===== src/rtl/sram_lane_pkg.sv =====
package sram_lane_pkg;

  typedef enum logic [1:0] {
    ST_IDLE    = 2'd0,
    ST_SETUP   = 2'd1,
    ST_ACCESS  = 2'd2,
    ST_RECOVER = 2'd3
  } phase_e;

  localparam int DATA_W = 16;
  localparam int LANE_W = 8;
  localparam int LANES  = DATA_W / LANE_W;

  // Whole cycles covering a nanosecond interval, at least one.
  function automatic int ns_cycles(input int ns, input int clk_ns);
    int c;
    c = (ns + clk_ns - 1) / clk_ns;
    return (c < 1) ? 1 : c;
  endfunction

  function automatic int imax(input int a, input int b);
    return (a > b) ? a : b;
  endfunction

endpackage


===== src/rtl/sram_phase_timer.sv =====
module sram_phase_timer #(
  parameter int CW = 4
) (
  input  logic          clk,
  input  logic          rst_n,
  input  logic          load,
  input  logic [CW-1:0] len,
  output logic          last
);
  logic [CW-1:0] count;

  always_ff @(posedge clk) begin
    if (!rst_n) begin
      count <= '0;
    end else if (load) begin
      count <= len - CW'(1);
    end else if (count != '0) begin
      count <= count - CW'(1);
    end
  end

  assign last = (count == '0);
endmodule


===== src/rtl/sram_phase_seq.sv =====
module sram_phase_seq
  import sram_lane_pkg::*;
#(
  parameter int CW     = 4,
  parameter int RD_ACC = 6,
  parameter int WR_ACC = 4,
  parameter int RD_REC = 4,
  parameter int WR_REC = 2
) (
  input  logic          clk,
  input  logic          rst_n,
  input  logic          start,
  input  logic          is_wr,
  input  logic          last,
  output phase_e        phase,
  output logic          load,
  output logic [CW-1:0] len
);
  phase_e nxt;

  always_comb begin
    nxt  = phase;
    load = 1'b0;
    len  = CW'(1);
    unique case (phase)
      ST_IDLE: if (start) begin
        nxt  = ST_SETUP;
        load = 1'b1;
        len  = CW'(1);
      end
      ST_SETUP: if (last) begin
        nxt  = ST_ACCESS;
        load = 1'b1;
        len  = is_wr ? CW'(WR_ACC) : CW'(RD_ACC);
      end
      ST_ACCESS: if (last) begin
        nxt  = ST_RECOVER;
        load = 1'b1;
        len  = is_wr ? CW'(WR_REC) : CW'(RD_REC);
      end
      ST_RECOVER: if (last) begin
        nxt = ST_IDLE;
      end
      default: nxt = ST_IDLE;
    endcase
  end

  always_ff @(posedge clk) begin
    if (!rst_n) phase <= ST_IDLE;
    else        phase <= nxt;
  end
endmodule


===== src/rtl/sram_byte_lane.sv =====
module sram_byte_lane #(
  parameter int LW = 8
) (
  input  logic          clk,
  input  logic          rst_n,
  input  logic          lane_en,
  input  logic          active,
  input  logic          capture,
  input  logic [LW-1:0] din,
  output logic          lane_n,
  output logic [LW-1:0] rdq
);
  assign lane_n = !(active && lane_en);

  always_ff @(posedge clk) begin
    if (!rst_n)       rdq <= '0;
    else if (capture) rdq <= lane_en ? din : '0;
  end
endmodule


===== src/rtl/sram_lane_ctrl.sv =====
module sram_lane_ctrl
  import sram_lane_pkg::*;
#(
  parameter int AW      = 19,
  parameter int CLK_NS  = 8,
  parameter int T_AA_NS = 55,
  parameter int T_WP_NS = 30,
  parameter int T_DW_NS = 25,
  parameter int T_WC_NS = 55,
  parameter int T_HZ_NS = 25
) (
  input  logic              clk,
  input  logic              rst_n,
  input  logic              req_valid,
  output logic              req_ready,
  input  logic              req_write,
  input  logic [AW-1:0]     req_addr,
  input  logic [DATA_W-1:0] req_wdata,
  input  logic [LANES-1:0]  req_mask,
  output logic [DATA_W-1:0] rd_data,
  output logic              rd_valid,
  output logic [AW-1:0]     mem_addr,
  output logic              mem_ce_n,
  output logic              mem_we_n,
  output logic              mem_oe_n,
  output logic              mem_lb_n,
  output logic              mem_ub_n,
  output logic [DATA_W-1:0] mem_dq_out,
  output logic              mem_dq_oe,
  input  logic [DATA_W-1:0] mem_dq_in
);
  localparam int AA_C   = ns_cycles(T_AA_NS, CLK_NS);
  localparam int WP_C   = ns_cycles(T_WP_NS, CLK_NS);
  localparam int DW_C   = ns_cycles(T_DW_NS, CLK_NS);
  localparam int WC_C   = ns_cycles(T_WC_NS, CLK_NS);
  localparam int HZ_C   = ns_cycles(T_HZ_NS, CLK_NS);
  localparam int RD_ACC = imax(1, AA_C - 1);
  localparam int WR_ACC = imax(WP_C, DW_C);
  localparam int WR_REC = imax(1, WC_C - 1 - WR_ACC);
  localparam int RD_REC = HZ_C;
  localparam int MAXLEN = imax(imax(RD_ACC, WR_ACC), imax(RD_REC, WR_REC));
  localparam int CW     = $clog2(MAXLEN + 1);

  phase_e             phase;
  logic               load;
  logic [CW-1:0]      len;
  logic               last;
  logic               accept;
  logic               capture;
  logic               active;
  logic               wr_q;
  logic [AW-1:0]      addr_q;
  logic [DATA_W-1:0]  wdata_q;
  logic [LANES-1:0]   mask_q;
  logic [LANES-1:0]   lane_n;
  logic               rd_valid_q;

  // named events
  assign req_ready = (phase == ST_IDLE);
  assign accept    = req_valid && req_ready;
  assign active    = (phase != ST_IDLE);
  assign capture   = (phase == ST_ACCESS) && last && !wr_q;

  always_ff @(posedge clk) begin
    if (!rst_n) begin
      wr_q    <= 1'b0;
      addr_q  <= '0;
      wdata_q <= '0;
      mask_q  <= '0;
    end else if (accept) begin
      wr_q    <= req_write;
      addr_q  <= req_addr;
      wdata_q <= req_wdata;
      mask_q  <= req_mask;
    end
  end

  always_ff @(posedge clk) begin
    if (!rst_n) rd_valid_q <= 1'b0;
    else        rd_valid_q <= capture;
  end

  sram_phase_seq #(
    .CW(CW), .RD_ACC(RD_ACC), .WR_ACC(WR_ACC), .RD_REC(RD_REC), .WR_REC(WR_REC)
  ) u_seq (
    .clk(clk), .rst_n(rst_n), .start(accept), .is_wr(wr_q), .last(last),
    .phase(phase), .load(load), .len(len)
  );

  sram_phase_timer #(.CW(CW)) u_timer (
    .clk(clk), .rst_n(rst_n), .load(load), .len(len), .last(last)
  );

  for (genvar i = 0; i < LANES; i++) begin : g_lane
    sram_byte_lane #(.LW(LANE_W)) u_lane (
      .clk(clk), .rst_n(rst_n), .lane_en(mask_q[i]), .active(active),
      .capture(capture), .din(mem_dq_in[i*LANE_W +: LANE_W]),
      .lane_n(lane_n[i]), .rdq(rd_data[i*LANE_W +: LANE_W])
    );
  end

  assign rd_valid   = rd_valid_q;
  assign mem_addr   = addr_q;
  assign mem_ce_n   = !active;
  assign mem_we_n   = !(wr_q && phase == ST_ACCESS);
  assign mem_oe_n   = !(!wr_q && (phase == ST_SETUP || phase == ST_ACCESS));
  assign mem_lb_n   = lane_n[0];
  assign mem_ub_n   = lane_n[LANES-1];
  assign mem_dq_out = wdata_q;
  assign mem_dq_oe  = wr_q && active;
endmodule


===== config.mk =====
export PLATFORM = sky130hd
export DESIGN_NAME = sram_lane_ctrl
export DESIGN_NICKNAME = d
export VERILOG_FILES = /design/src/rtl/sram_lane_pkg.sv /design/src/rtl/sram_phase_timer.sv /design/src/rtl/sram_phase_seq.sv /design/src/rtl/sram_byte_lane.sv /design/src/rtl/sram_lane_ctrl.sv
export SDC_FILE = /design/constraint.sdc
export NUM_CORES = 1
export LEC_CHECK = 0
export BUFFER_PORTS_ARGS = -buffer_cell sky130_fd_sc_hd__buf_4
export CORE_MARGIN = 2
export CORE_UTILIZATION = 40
export CTS_CLUSTER_SIZE = 25
export DETAILED_ROUTE_END_ITERATION = 7
export PLACE_DENSITY = 0.72
export SYNTH_ARGS = -nofsm -noshare
export SYNTH_HDL_FRONTEND = slang
export SYNTH_HIERARCHICAL = 1
export SYNTH_SLANG_ARGS = --single-unit

===== constraint.sdc =====
create_clock -name clk -period 3.7 [get_ports clk]
set_input_delay 0.37 -clock clk [delete_from_list [all_inputs] [get_ports clk]]
set_output_delay 0.37 -clock clk [all_outputs]
set_load 0.02 [all_outputs]

Yosys cells after proc, flatten, opt, wreduce, memory -nomap -nowiden --
Cells that the tools add are included.
Operators by class: mux-type cells 17, eq/ne operators 7, add/subtract/negate cells 2, reduce and logical (&&, ||, !) cells 22
Operators with widths (count):
- 8-bit 2-to-1 mux | 2
- 3-bit 2-to-1 mux | 5
- 2-bit 2-to-1 mux | 5
- 1-bit logical AND | 8
- 2-bit one-hot mux with 4 select lines | 1
- 1-bit zero test | 6
- 2-bit != test, second input constant | 3
- 3-bit one-hot mux with 2 select lines | 1
- 3-bit by 1-bit subtractor with 3-bit output, second input constant | 2
- 2-bit equality test, second input constant | 2
- 4-bit AND reduction | 1
- 2-bit nonzero test | 2
- 3-bit zero test | 1
- 3-bit nonzero test | 1
- 2-bit by 1-bit equality test with 1-bit output, second input constant | 1
- 2-bit zero test | 1
- 1-bit 2-to-1 mux | 2
- 2-bit by 1-bit != test with 1-bit output, second input constant | 1
- 1-bit one-hot mux with 2 select lines | 1
- 2-bit OR reduction | 1
- 1-bit logical OR | 1
Storage, ports and cells: bits in registers 60, word-level logic and storage cells 57, output and inout bits 59, input bits 57

Depth between registers and ports, before layout --
depth in word-level cells 5, depth in mapped cells 12, mapped depth without buffers 10

Modules after synthesis --
The synthesis kept the hierarchy.
Modules (own cells, without submodules):
- sram_lane_ctrl | instances 1, area an instance 1630.3 µm², seq. area each 780.7 µm², cells an instance 188
- sram_byte_lane | instances 2, area an instance 340.3 µm², seq. area each 160.2 µm², cells an instance 36
- sram_phase_seq | instances 1, area an instance 235.2 µm², seq. area each 40.0 µm², cells an instance 29
- sram_phase_timer | instances 1, area an instance 167.7 µm², seq. area each 60.1 µm², cells an instance 15

Worst setup path after synthesis --
Ideal clock, no wire load.
path kind flip-flop to flip-flop, from register u_seq.phase[0], to register u_timer.count[2], data required time 3584 ps, arrival time 2188 ps, slack 1395 ps, period minus slack after synthesis 2305 ps, setup time 116 ps, buffers on the path 2, stages on the path, launching flop included 13, path through dfxtp_1 > inv_1 > ha_1 > and2_4 > buf_6 > buf_8 > nand2_1 > a21oi_1 > mux2i_1 > ha_1 > xnor2_1 > nand2_1 > o211a_1
On the way: word-level cells in the longest chain between the ends 5, elaborated cells on any way between the ends 11, classes of those cells add/sub: 1; eq/ne: 2; mux: 4; reduce/logical: 4
RTL lines:
- start: declaration | RTL line sram_phase_seq.sv:15 | output phase_e phase,
- start signal: assignment | RTL line sram_phase_seq.sv:50 | else phase <= nxt;
- 2-bit zero test * | RTL line sram_lane_ctrl.sv:59 | assign req_ready = (phase == ST_IDLE);
- 1-bit logical AND * | RTL line sram_lane_ctrl.sv:60 | assign accept = req_valid && req_ready;
- via accept | RTL line sram_lane_ctrl.sv:48 | logic accept;
- 1-bit 2-to-1 mux * | RTL line sram_phase_seq.sv:26 | ST_IDLE: if (start) begin
- 1-bit one-hot mux with 2 select lines * | RTL line sram_phase_seq.sv:25 | unique case (phase)
- via load | RTL line sram_lane_ctrl.sv:45 | logic load;
- 3-bit 2-to-1 mux / 2-bit nonzero test (equally long branches)
- end signal: assignment | RTL line sram_phase_timer.sv:16 | count <= len - CW'(1);
- end signal: assignment | RTL line sram_phase_timer.sv:18 | count <= count - CW'(1);
- end: declaration | RTL line sram_phase_timer.sv:10 | logic [CW-1:0] count;
The timed path passes the listed nets; every way through them passes the cells marked *. A chain may end at the register's enable or synchronous reset.

Worst setup path after layout --
from register u_seq.phase[0], to register u_timer.count[2]
On the way: word-level cells in the longest chain between the ends 5, elaborated cells on any way between the ends 11, classes of those cells add/sub: 1; eq/ne: 2; mux: 4; reduce/logical: 4
RTL lines (RTL line):
- 2-bit zero test | sram_phase_seq.sv:25, sram_lane_ctrl.sv:59
- 1-bit logical AND | sram_lane_ctrl.sv:60
- 1-bit 2-to-1 mux | sram_phase_seq.sv:26
- 1-bit one-hot mux with 2 select lines * | sram_phase_seq.sv:25
- via load | sram_lane_ctrl.sv:45
- 3-bit 2-to-1 mux / 2-bit nonzero test (equally long branches)
Marks and branches as above.

==> flow_metrics.env <==
export IMPL_fin_ws_ns=1.17
export IMPL_fill_cells=607
export IMPL_cp_data_arrival_time_ns=2.76
export IMPL_ant_nets=0
export IMPL_first_iter_violations=113
export IMPL_yosys_warnings=6
export IMPL_post_cts_repair_setup_buffers=0
export IMPL_slew_headroom_pct=29.6
export IMPL_critical_path_max_fanout=40
export IMPL_clock_skew_ns=0.00620
export IMPL_yosysSeqAreaShare_pct=44.3
export IMPL_wl_um=6760
export IMPL_core_mm2=0.00668
export IMPL_min_period_ns=2.53
export IMPL_grtUsageTotal_pct=18.2
export IMPL_cts_resized=0
export IMPL_utilization_pct=55.1
export IMPL_place_hpwl_um=4380
export IMPL_peakVddDrop_mv=0.649
export IMPL_finalSetupTns_ns=0
export IMPL_h_tree_depth=3
export IMPL_port_buffer_count=115
export IMPL_cts_tree="yes"
export IMPL_die_h_um=86.4
export IMPL_ys_top_cells_by_area="dfxtp_1 (44%), nand4_1 (12%), nand2_1 (8.9%), o21ai_1 (5.3%), ha_1 (4.6%)"
export IMPL_tightest_slew_ns=1.06
export IMPL_synth_top_area_share_pct=44.3
export IMPL_synthXorXnorAreaFrac_pct=0.323
export IMPL_fin_crit_sh_pct=68.3
export IMPL_drive_gt1_share_pct=35.5
export IMPL_required_ns=3.93
export IMPL_globalplace_congestion=0.756
export IMPL_io_pins=116
export IMPL_cts_root_buf="clkbuf_8"
export IMPL_multi_input_area_mm2=0.00126
export IMPL_synth_nets=371
export IMPL_wl_per_cell_um=13.8
export IMPL_power_density_mw_per_mm2=688
export IMPL_timing_fmax_mhz=396
export IMPL_synth_simple_area_share_pct=29.1
export IMPL_clk_latency_ns=0.33
export IMPL_synth_compound_area_share_pct=10.1
export IMPL_clockBufferDepth=2
export IMPL_postSynthCellCount=304
export IMPL_syn2layout_area_growth_pct=35.6
export IMPL_antenna_cells=0
export IMPL_slew_violations=0
export IMPL_setup_viol=0
export IMPL_finalPower_w=0.00253
export IMPL_drt_pass1_iter_count=4
export IMPL_drc_errors=0
export IMPL_p_leak_nw=1.66
export IMPL_via_count=2498
export IMPL_hold_violations=0
export IMPL_start_util_pct=40.6
export IMPL_drv_cap=0
export IMPL_synth_top_family_by_area="simple AND/OR/NAND/NOR gates"
export IMPL_end_kind="flip-flop"
export IMPL_cts_hold_buf=0
export IMPL_critPathKind="flip-flop to flip-flop"
export IMPL_viasPerCell=5.11
export IMPL_cp_start_kind="flip-flop"
export IMPL_syn_avg_cell_area_um2=8.93
export IMPL_antenna_found_initial=0
export IMPL_grt_pass1_vias=2243
export IMPL_yosys_area_share_adder_pct=4.61
export IMPL_synthesis_area_mm2=0.00271
export IMPL_rsz0062_at_grt="no"
export IMPL_clock_sinks=60
export IMPL_nNetsFinal=471
export IMPL_timing_hold_ws_ns=0.269
export IMPL_hp_class="input pin to flip-flop"
export IMPL_dieArea_mm2=0.00746
export IMPL_die_w_um=86.4
export IMPL_grt_pass1_wl_um=10700
export IMPL_numCtsBuffers=9
export IMPL_grt_max_degree=117
export IMPL_synth_mux_area_share_pct=2.21
export IMPL_clkTransAtPathRegs_ns=0.07
export IMPL_regArea_mm2=0.00120
export IMPL_place_ws_ns=0.989
export IMPL_synth_seq_cells=60
export IMPL_synth_cell_type_count=30
export IMPL_run_status="complete, no violations"
export IMPL_grt_ovfl_total=0
export IMPL_synth_top_cell_by_area="dfxtp_1"
export IMPL_num_rows=30
worst paths after layout:
path	startpoint	end	slack [ns]	depth (start not counted)
worst max-delay path	u_seq/phase[0]	u_timer/count[2]	1.17	10
worst min-delay path	req_wdata[7]	mem_dq_out[7]	0.27	3
worst max register to register	u_seq/phase[0]	u_timer/count[2]	1.17	10
worst min register to register	mem_dq_out[1]	mem_dq_out[1]	0.45	2
per-layer routing:
metal	share of wire (%)	GRT usage [%]	up-vias
li1	-	-	1274
met1	43	21.8	1146
met2	49	30.1	70
met3	5.6	6.10	8
met4	1.7	6.96	0
met5	0	0	-
layout make-up:
type	instances	area share, %
flip-flops and latches	60	32.6
well taps	80	2.72
inverters	7	0.714
clock inverters	4	1.97
clock buffers	12	3.94
multi-input cells	209	34.2
repair buffers	117	23.9
registers in the layout, summed over array words and instances (netlist names):
name / count
mem_dq_out: 16
g_lane.u_lane/rdq: 16
u_seq/phase: 2
mask_q: 2
mem_addr: 19
wr_q: 1
rd_valid: 1
u_timer/count: 3
cell families (layout without fill, tap and decap cells):
family          count (synthesis)  in the layout
xor+xnor                        1              1
simple gates                  147            147
fa+ha+maj                      10             10
flops                          60             60
mux                             6              6
buf+inv                        35            140
compound gates                 45             45
where the power goes:
part           total [W]  switching (W)  internal (W)
sequential      0.000851      0.0000912      0.000760
clock           0.000652       0.000255      0.000397
combinational    0.00103       0.000607      0.000422
synth_stat cells:
library cell and count:
o21ai_1 29, nor2_1 4, inv_1 6, ha_1 10
o211a_1 1, nor3b_1 1, and2_4 1, o21ai_2 9
nand2_1 64, nand4_1 54, nor3_4 1, dfxtp_1 60
buf_8 1, and3b_1 1, nor3_2 1, a2bb2oi_2 1
mux2i_1 6, o21ai_0 3, buf_2 11, nand3b_1 16
xnor2_1 1, inv_2 1, nor2b_1 1, buf_1 1
clkbuf_8 2, buf_4 5, a21oi_1 2, and3_1 1
nand2b_1 2, buf_6 8
cells in the final DEF, fill, tap and decap left out, drive strengths merged:
cell      Yosys  layout
a2bb2oi       1       1
nand2        64      64
o211a         1       1
inv           7       7
mux2i         6       6
clkbuf        2      12
ha           10      10
clkinv        0       1
buf          26     117
nor3          2       2
nand2b        2       2
and3b         1       1
and3          1       1
nand4        54      54
nor2b         1       1
xnor2         1       1
and2          1       1
nand3b       16      16
clkinvlp      0       1
nor3b         1       1
o21ai        41      41
a21oi         2       2
bufinv        0       2
nor2          4       4
dfxtp        60      60
stage by stage:
step | cell area, um^2 | std cells
final | 3680 | 489
after global routing | 3680 | 489
after CTS | 3680 | 489
after detailed placement | 3460 | 473
after global placement | 3460 | 473
after floorplan | 2710 | 304
critical path, cell delays in order, from the launching register on:
cell	delay (ns)
dfxtp_1	0.36
inv_1	0.12
ha_1	0.18
and2_4	0.45
nand2_1	0.10
a21oi_1	0.39
mux2i_1	0.28
ha_1	0.22
xnor2_1	0.12
nand2_1	0.06
o211a_1	0.13
Note: power is estimated with default switching activity, not from simulation.
